===== src/rtl/hdlc_stat_pkg.sv =====
package hdlc_stat_pkg;
  localparam int CR_RXIE  = 1;
  localparam int CR_TXIE  = 2;
  localparam int CR_RXDMA = 3;
  localparam int CR_TXDMA = 4;
  localparam int CR_DISC  = 5;
  localparam int CR_RXRST = 6;
  localparam int CR_TXRST = 7;

  localparam int ST_RDA  = 0;
  localparam int ST_S2RQ = 1;
  localparam int ST_FD   = 3;
  localparam int ST_CTS  = 4;
  localparam int ST_TU   = 5;
  localparam int ST_TDRA = 6;
  localparam int ST_IRQ  = 7;

  localparam int S2_CD = 6;

  typedef struct packed {
    logic fd;
    logic cd;
    logic cts;
    logic tu;
  } sticky_t;
endpackage


===== src/rtl/hdlc_cr1_reg.sv =====
module hdlc_cr1_reg
  import hdlc_stat_pkg::*;
(
  input  logic       clk,
  input  logic       rst_n,
  input  logic       we,
  input  logic [7:0] wdata,
  output logic [7:0] cr_eff,
  output logic [7:0] cr_q,
  output logic       disc_q
);
  assign cr_eff = we ? wdata : cr_q;

  always_ff @(posedge clk or negedge rst_n) begin
    if (!rst_n) begin
      cr_q   <= '0;
      disc_q <= 1'b0;
    end else begin
      cr_q   <= cr_eff;
      disc_q <= we & wdata[CR_DISC];
    end
  end
endmodule


===== src/rtl/hdlc_sticky_flags.sv =====
module hdlc_sticky_flags
  import hdlc_stat_pkg::*;
#(
  parameter int S2_W = 6
) (
  input  logic            clk,
  input  logic            rst_n,
  input  logic            rx_rst,
  input  logic            tx_rst,
  input  logic            cts_n_i,
  input  logic            dcd_n_i,
  input  logic            underrun,
  input  logic            flag_det,
  input  logic [S2_W-1:0] s2_set,
  output sticky_t         fl_nxt,
  output logic [S2_W-1:0] s2_nxt
);
  sticky_t         fl_q;
  logic [S2_W-1:0] s2_q;
  logic            cts_in_q, dcd_in_q;
  logic            cts_rise, dcd_rise;

  assign cts_rise = cts_n_i & ~cts_in_q;
  assign dcd_rise = dcd_n_i & ~dcd_in_q;

  always_comb begin
    fl_nxt.fd  = rx_rst ? 1'b0    : (fl_q.fd | flag_det);
    fl_nxt.cd  = rx_rst ? dcd_n_i : (fl_q.cd | dcd_rise);
    fl_nxt.cts = tx_rst ? cts_n_i : (fl_q.cts | cts_rise);
    fl_nxt.tu  = tx_rst ? 1'b0    : (fl_q.tu | underrun);
  end

  genvar gi;
  generate
    for (gi = 0; gi < S2_W; gi++) begin : g_s2
      assign s2_nxt[gi] = rx_rst ? 1'b0 : (s2_q[gi] | s2_set[gi]);
    end
  endgenerate

  always_ff @(posedge clk or negedge rst_n) begin
    if (!rst_n) begin
      fl_q     <= '0;
      s2_q     <= '0;
      cts_in_q <= 1'b0;
      dcd_in_q <= 1'b0;
    end else begin
      fl_q     <= fl_nxt;
      s2_q     <= s2_nxt;
      cts_in_q <= cts_n_i;
      dcd_in_q <= dcd_n_i;
    end
  end
endmodule


===== src/rtl/hdlc_req_eval.sv =====
module hdlc_req_eval
  import hdlc_stat_pkg::*;
#(
  parameter int S2_W = 6
) (
  input  logic [7:0]      cr,
  input  sticky_t         fl,
  input  logic [S2_W-1:0] s2,
  input  logic            rda_i,
  input  logic            tx_space_i,
  input  logic            rd_i,
  output logic [7:0]      st1,
  output logic [7:0]      st2,
  output logic            irq,
  output logic            rx_req,
  output logic            tx_req
);
  logic rda, tdra, s2rq, irq_tx, irq_rx;

  always_comb begin
    st2            = '0;
    st2[S2_W-1:0]  = s2;
    st2[S2_CD]     = fl.cd;
  end

  assign rda    = rda_i & ~cr[CR_RXRST];
  assign tdra   = tx_space_i & ~cr[CR_TXRST] & ~fl.cts;
  assign s2rq   = |st2;
  assign irq_tx = cr[CR_TXIE] & ~cr[CR_TXDMA] & (fl.tu | tdra);
  assign irq_rx = cr[CR_RXIE] & ~cr[CR_RXDMA] & (s2rq | rda | fl.cts);
  assign irq    = irq_tx | irq_rx;
  assign rx_req = rda & cr[CR_RXDMA] & ~rd_i;
  assign tx_req = tdra & cr[CR_TXDMA];

  always_comb begin
    st1          = '0;
    st1[ST_RDA]  = rda;
    st1[ST_S2RQ] = s2rq;
    st1[ST_FD]   = fl.fd;
    st1[ST_CTS]  = fl.cts;
    st1[ST_TU]   = fl.tu;
    st1[ST_TDRA] = tdra;
    st1[ST_IRQ]  = irq;
  end
endmodule


===== src/rtl/hdlc_stat_dreq.sv =====
module hdlc_stat_dreq
  import hdlc_stat_pkg::*;
#(
  parameter int S2_W = 6
) (
  input  logic            clk,
  input  logic            rst_n,
  input  logic            cr1_we,
  input  logic [7:0]      cr1_wdata,
  input  logic            cts_n_i,
  input  logic            dcd_n_i,
  input  logic            tx_space_i,
  input  logic            rda_i,
  input  logic            tx_underrun_i,
  input  logic            flag_det_i,
  input  logic [S2_W-1:0] sr2_set_i,
  input  logic            rx_rd_i,
  output logic [7:0]      status1_o,
  output logic [7:0]      status2_o,
  output logic            irq_o,
  output logic            rx_dreq_o,
  output logic            tx_dreq_o,
  output logic            disc_o
);
  logic [7:0]      cr_eff, cr1_q;
  sticky_t         fl_nxt;
  logic [S2_W-1:0] s2_nxt;
  logic [7:0]      st1_n, st2_n;
  logic            irq_n, rxr_n, txr_n;
  logic            rxr_q;

  hdlc_cr1_reg u_cr (
    .clk(clk), .rst_n(rst_n), .we(cr1_we), .wdata(cr1_wdata),
    .cr_eff(cr_eff), .cr_q(cr1_q), .disc_q(disc_o)
  );

  hdlc_sticky_flags #(.S2_W(S2_W)) u_fl (
    .clk(clk), .rst_n(rst_n),
    .rx_rst(cr_eff[CR_RXRST]), .tx_rst(cr_eff[CR_TXRST]),
    .cts_n_i(cts_n_i), .dcd_n_i(dcd_n_i),
    .underrun(tx_underrun_i), .flag_det(flag_det_i), .s2_set(sr2_set_i),
    .fl_nxt(fl_nxt), .s2_nxt(s2_nxt)
  );

  hdlc_req_eval #(.S2_W(S2_W)) u_ev (
    .cr(cr_eff), .fl(fl_nxt), .s2(s2_nxt),
    .rda_i(rda_i), .tx_space_i(tx_space_i), .rd_i(rx_rd_i),
    .st1(st1_n), .st2(st2_n), .irq(irq_n), .rx_req(rxr_n), .tx_req(txr_n)
  );

  always_ff @(posedge clk or negedge rst_n) begin
    if (!rst_n) begin
      status1_o <= '0;
      status2_o <= '0;
      irq_o     <= 1'b0;
      rxr_q     <= 1'b0;
      tx_dreq_o <= 1'b0;
    end else begin
      status1_o <= st1_n;
      status2_o <= st2_n;
      irq_o     <= irq_n;
      rxr_q     <= rxr_n;
      tx_dreq_o <= txr_n;
    end
  end

  assign rx_dreq_o = rxr_q & ~rx_rd_i;
endmodule


===== config.mk =====
export PLATFORM = sky130hd
export DESIGN_NAME = hdlc_stat_dreq
export DESIGN_NICKNAME = d
export VERILOG_FILES = /design/src/rtl/hdlc_stat_pkg.sv /design/src/rtl/hdlc_cr1_reg.sv /design/src/rtl/hdlc_sticky_flags.sv /design/src/rtl/hdlc_req_eval.sv /design/src/rtl/hdlc_stat_dreq.sv
export SDC_FILE = /design/constraint.sdc
export NUM_CORES = 1
export LEC_CHECK = 0
export CAP_MARGIN = 20
export CORE_AREA = 2 2 49 55
export CTS_BUF_LIST = sky130_fd_sc_hd__clkbuf_16
export DETAILED_ROUTE_END_ITERATION = 8
export DIE_AREA = 0 0 51 57
export PLACE_DENSITY = 0.88
export SYNTH_ARGS = -nofsm -noshare
export SYNTH_HDL_FRONTEND = slang
export SYNTH_SLANG_ARGS = --single-unit

===== constraint.sdc =====
create_clock -name clk -period 1.8 [get_ports clk]
set_input_delay 0.36 -clock clk [delete_from_list [all_inputs] [get_ports clk]]
set_output_delay 0.36 -clock clk [all_outputs]
set_load 0.03 [all_outputs]

; After elaboration in Yosys (flattened, before gate mapping)
; Index checks and enable logic that the tools add are counted.
[op_classes]
mux = 11
n_bitwise = 36
reduce_logical = 1
[op_table]
columns = cell, n
row1 = $and 1x1->1, 14
row2 = $or 1x1->1, 14
row3 = $mux 1, 10
row4 = $mux 8, 1
row5 = $not 1->1, 8
row6 = $reduce_or 7->1, 1
[word_totals]
reg_bits = 38
in_bits = 24
output_inout_bits = 20
wordCells = 63

; Logic depth before layout (Yosys ltp)
[depth]
depth_word = 9
ltp_mapped = 6
mapped_depth_nobuf = 5

; Cells and area by module
; A second synthesis with hierarchy kept.
[hier_totals]
hier_cells = 103
hier_area_um2 = 1482.7
[by_module_without_submodules]
columns = mod, n_inst, cells_per_inst, area_per_inst_um2, seq_area_each_um2
row1 = hdlc_stat_dreq, 1, 20, 489.2, 475.5
row2 = hdlc_sticky_flags, 1, 35, 409.1, 300.3
row3 = hdlc_cr1_reg, 1, 19, 364.1, 225.2
row4 = hdlc_req_eval, 1, 29, 220.2, 0.0

; Least setup slack after synthesis
; OpenSTA, ideal clock, no wires.
[synth_path]
kind = register -> register
startpoint = reg u_fl.s2_q[2]
endpoint = reg status1_o[1]
setup_ns = 0.131
t_arrival_ns = 1.274
required_time_ns = 1.669
path_slack_ns = 0.395
stages_incl_launch_ff = 4
n_path_buf = 0
synth_period_minus_slack_ns = 1.405
cell_sequence = dfrtp_1 -> nor4_1 -> a41oi_2 -> or3_1
[synth_between]
elab_chain_cells = 3
[synth_rtl]
columns = element, line
row1 = from (decl), hdlc_sticky_flags.sv:19  ; logic [S2_W-1:0] s2_q;
row2 = from (signal assigned), hdlc_sticky_flags.sv:48  ; s2_q <= s2_nxt;
row3 = $or 1x1->1, hdlc_sticky_flags.sv:36  ; assign s2_nxt[gi] = rx_rst ? 1'b0 : (s2_q[gi] | s2_set[gi]);
row4 = $mux 1, hdlc_sticky_flags.sv:36
row5 = $reduce_or 7->1, hdlc_req_eval.sv:28  ; assign s2rq = |st2;
row6 = net u_ev.s2rq, hdlc_req_eval.sv:18  ; logic rda, tdra, s2rq, irq_tx, irq_rx;
row7 = to (signal assigned), hdlc_stat_dreq.sv:59  ; status1_o <= st1_n;
row8 = to (decl), hdlc_stat_dreq.sv:18  ; output logic [7:0] status1_o,
; The timed path passes the listed nets, and every way through them passes these cells.
; A chain may end at the register's enable or synchronous reset.

==> impl_metrics.yaml <==
outcome:
  outcome: "finished clean"
detailed_routing:
  initialDrtViolationCount: 1
  post-route-drc-count: 0
  drt_wl_total_mm: 1.96
  ant_nets: 0
  route.met3.wl_um: 124
  viasPerCell: 4.47
  num_vias: 711
  wl_per_cell_um: 12.3
  dr_wl_met2_mm: 1.05
  m1WireLength_um: 785
  drtPass1Iterations: 3
  routed.top_layer: "met3"
grt:
  grt_pass1_wl_mm: 3.09
  grt_antenna_before_repair: 0
  grt_pass1_vias: 714
  grt_overflow: 0
  grt_max_degree: 26
  grtUsageTotal_pct: 14.1
hold_path:
  hp-class: "primary input to asynchronous set/reset pin"
clock_tree:
  cts_max_level: 1
  cts.repair.resized: 0
  cts_max_path_buffers: 2
  cts_tree: "done"
  cts_hold_buf: 0
  clk_latency_ns: 0.25
  numCtsBuffers: 3
  clkTransAtPathRegs_ns: 0.06
  post_cts_buffers: 0
  root_buffer: "clkbuf_16"
  cts_sinks: 25
layout:
  layout_common_cells: "38 x clkdlybuf4s50_1, 25 x dfrtp_1, 17 x nor2_1"
  nets: 153
  layout_commonest_cell: "clkdlybuf4s50_1"
  final_layout_size_suffix_gt1_share_pct: 13.3
  area_growth_pct: 55.5
  final_util_pct: 63.1
  diodes: 0
sta:
  fin_skew_ns: 0.00207
  finalHoldViolCount: 0
  setup_viol: 0
  slew_violations: 0
  hold_ws_ns: 0.490
  layout_min_cycle_time_ns: 1.67
  post-route-period-util_pct: 92.6
  rsz0062_at_grt: "false"
  fin_tns_setup_ns: 0
  fmax_mhz: 600
power_and_ir_drop:
  p_per_area_mw_per_mm2: 963
  p_leak_nw: 0.692
  max-vdd-ir-drop_v: 0.000572
synth:
  synthesis.area_um2: 973
  syn-mean-instance-area_um2: 12.2
  synthCells: 80
  synth_seq_cells: 25
  ys_types: 28
  yosysSeqAreaShare_pct: 64.3
  ys_warn_count: 0
placement:
  gp_congestion: 0.706
  portBuffers: 40
  hpwl_mm: 1.56
setup_path:
  r2r_start: "u_fl.s2_q[2]"
  worst_setup_path_start_kind: "flip-flop"
  ff2ff_path_depth: 4
  critical_path_class: "flip-flop to output port"
  max_stage_delay_ns: 0.68
  path_buf_inv: 1
  worstPathMaxFanout: 3
  slowest_stage: "clkdlybuf4s50_1"
  cp_cell_sequence: "clkdlybuf4s50_1"
  required_ns: 1.44
  r2r_setup_slack_ns: 0.34
  setup.worst_path.end_class: "output port"
  timing.rr.end: "status1_o[1]"
  crit_arrival_ns: 1.31
  crit_family: "buffers and inverters"
die:
  ios: 44
  initial_core_util_pct: 40.5
  design.core.area_mm2: 0.00240
  dieWidth_um: 51
  die_area_mm2: 0.00291
  fp.dieH_um: 57
  fp-row-count: 19
run:
  drv_cap: 0
final cells by class:
class / count / area [um2]
Clock inverter: 1 / 3.75
Fill cell: 193 / 887
Clock buffer: 3 / 75.1
Sequential cell: 25 / 626
Tap cell: 31 / 38.8
Multi-Input combinational cell: 48 / 303
Timing Repair Buffer: 47 / 453
Inverter: 4 / 15.0
logic make-up after synthesis:
logic type | share of synthesized area [%]
muxes | 6.81
AOI/OAI and AO/OA | 6.81
other | 0.385
buffers and inverters | 5.01
and+or+nand+nor | 16.7
DFF | 64.3
how the worst max path moves through the flow:
| stage | startpoint | endpoint | cells past startpoint |
|---|---|---|---|
| finish | u_fl.s2_q[1] | status2_o[1] | 1 |
| global route | sr2_set_i[2] | status1_o[7] | 6 |
| CTS | cr1_we | status1_o[1] | 4 |
| detailed placement | cr1_we | status1_o[1] | 4 |
| global placement | cr1_we | status1_o[1] | 4 |
| floorplan | u_fl.s2_q[2] | status1_o[1] | 3 |
metal layers:
metal / track usage (%) / vias to the layer above
met5: 0 / -
met3: 3.14 / 0
met2: 25.8 / 27
met1: 16.6 / 328
li1: - / 356
met4: 3.47 / 0
stage by stage:
| step | cells | setup WS [ns] | power (mW) | instance area (um2) |
|---|---|---|---|---|
| after global routing | 159 | 0.0969 | 1.53 | 1510 |
| after global placement | 155 | -0.136 | 1.00 | 1430 |
| final | 159 | 0.133 | 1.46 | 1510 |
| after CTS | 159 | 0.0949 | 1.48 | 1510 |
| after detailed placement | 155 | -0.160 | 1.01 | 1430 |
| after floorplan | 81 | 0.395 | 0.835 | 977 |
where the power goes:
part / total (mW) / switching (mW) / leakage, nW / internal (mW)
Clock: 0.461 / 0.165 / 0.0423 / 0.296
Sequential: 0.643 / 0.0262 / 0.306 / 0.616
Combinational: 0.354 / 0.184 / 0.344 / 0.170
Total: 1.46 / 0.376 / 0.692 / 1.08
registers in the layout, indices dropped and copies added, names as in the netlist:
signal and count:
u_fl.s2_q 5, tx_dreq_o 1, rxr_q 1, u_cr.cr_q 6, status2_o 2, u_cr.disc_q 1, u_fl.cts_in_q 1, status1_o 7
u_fl.dcd_in_q 1
synth_stat cells, drive strengths merged:
cell,number,share of area (%)
a41oi,1,1.7
or3,1,0.64
nand2b,1,0.64
or2,2,1.3
o2111a,1,1.2
nor2b,2,1.3
nor2,17,6.6
o21ai,1,0.51
o22ai,1,0.64
a21oi,1,0.51
mux2i,2,3.3
and3b,1,0.90
o31ai,2,1.5
nand2,2,0.77
buf,4,3.5
conb,1,0.39
mux2,3,3.5
dfrtp,25,64
a21boi,1,0.77
and2,4,2.8
nor4,2,1.3
nand3,1,0.51
inv,4,1.5
Note: power is estimated with default switching activity, not from simulation.
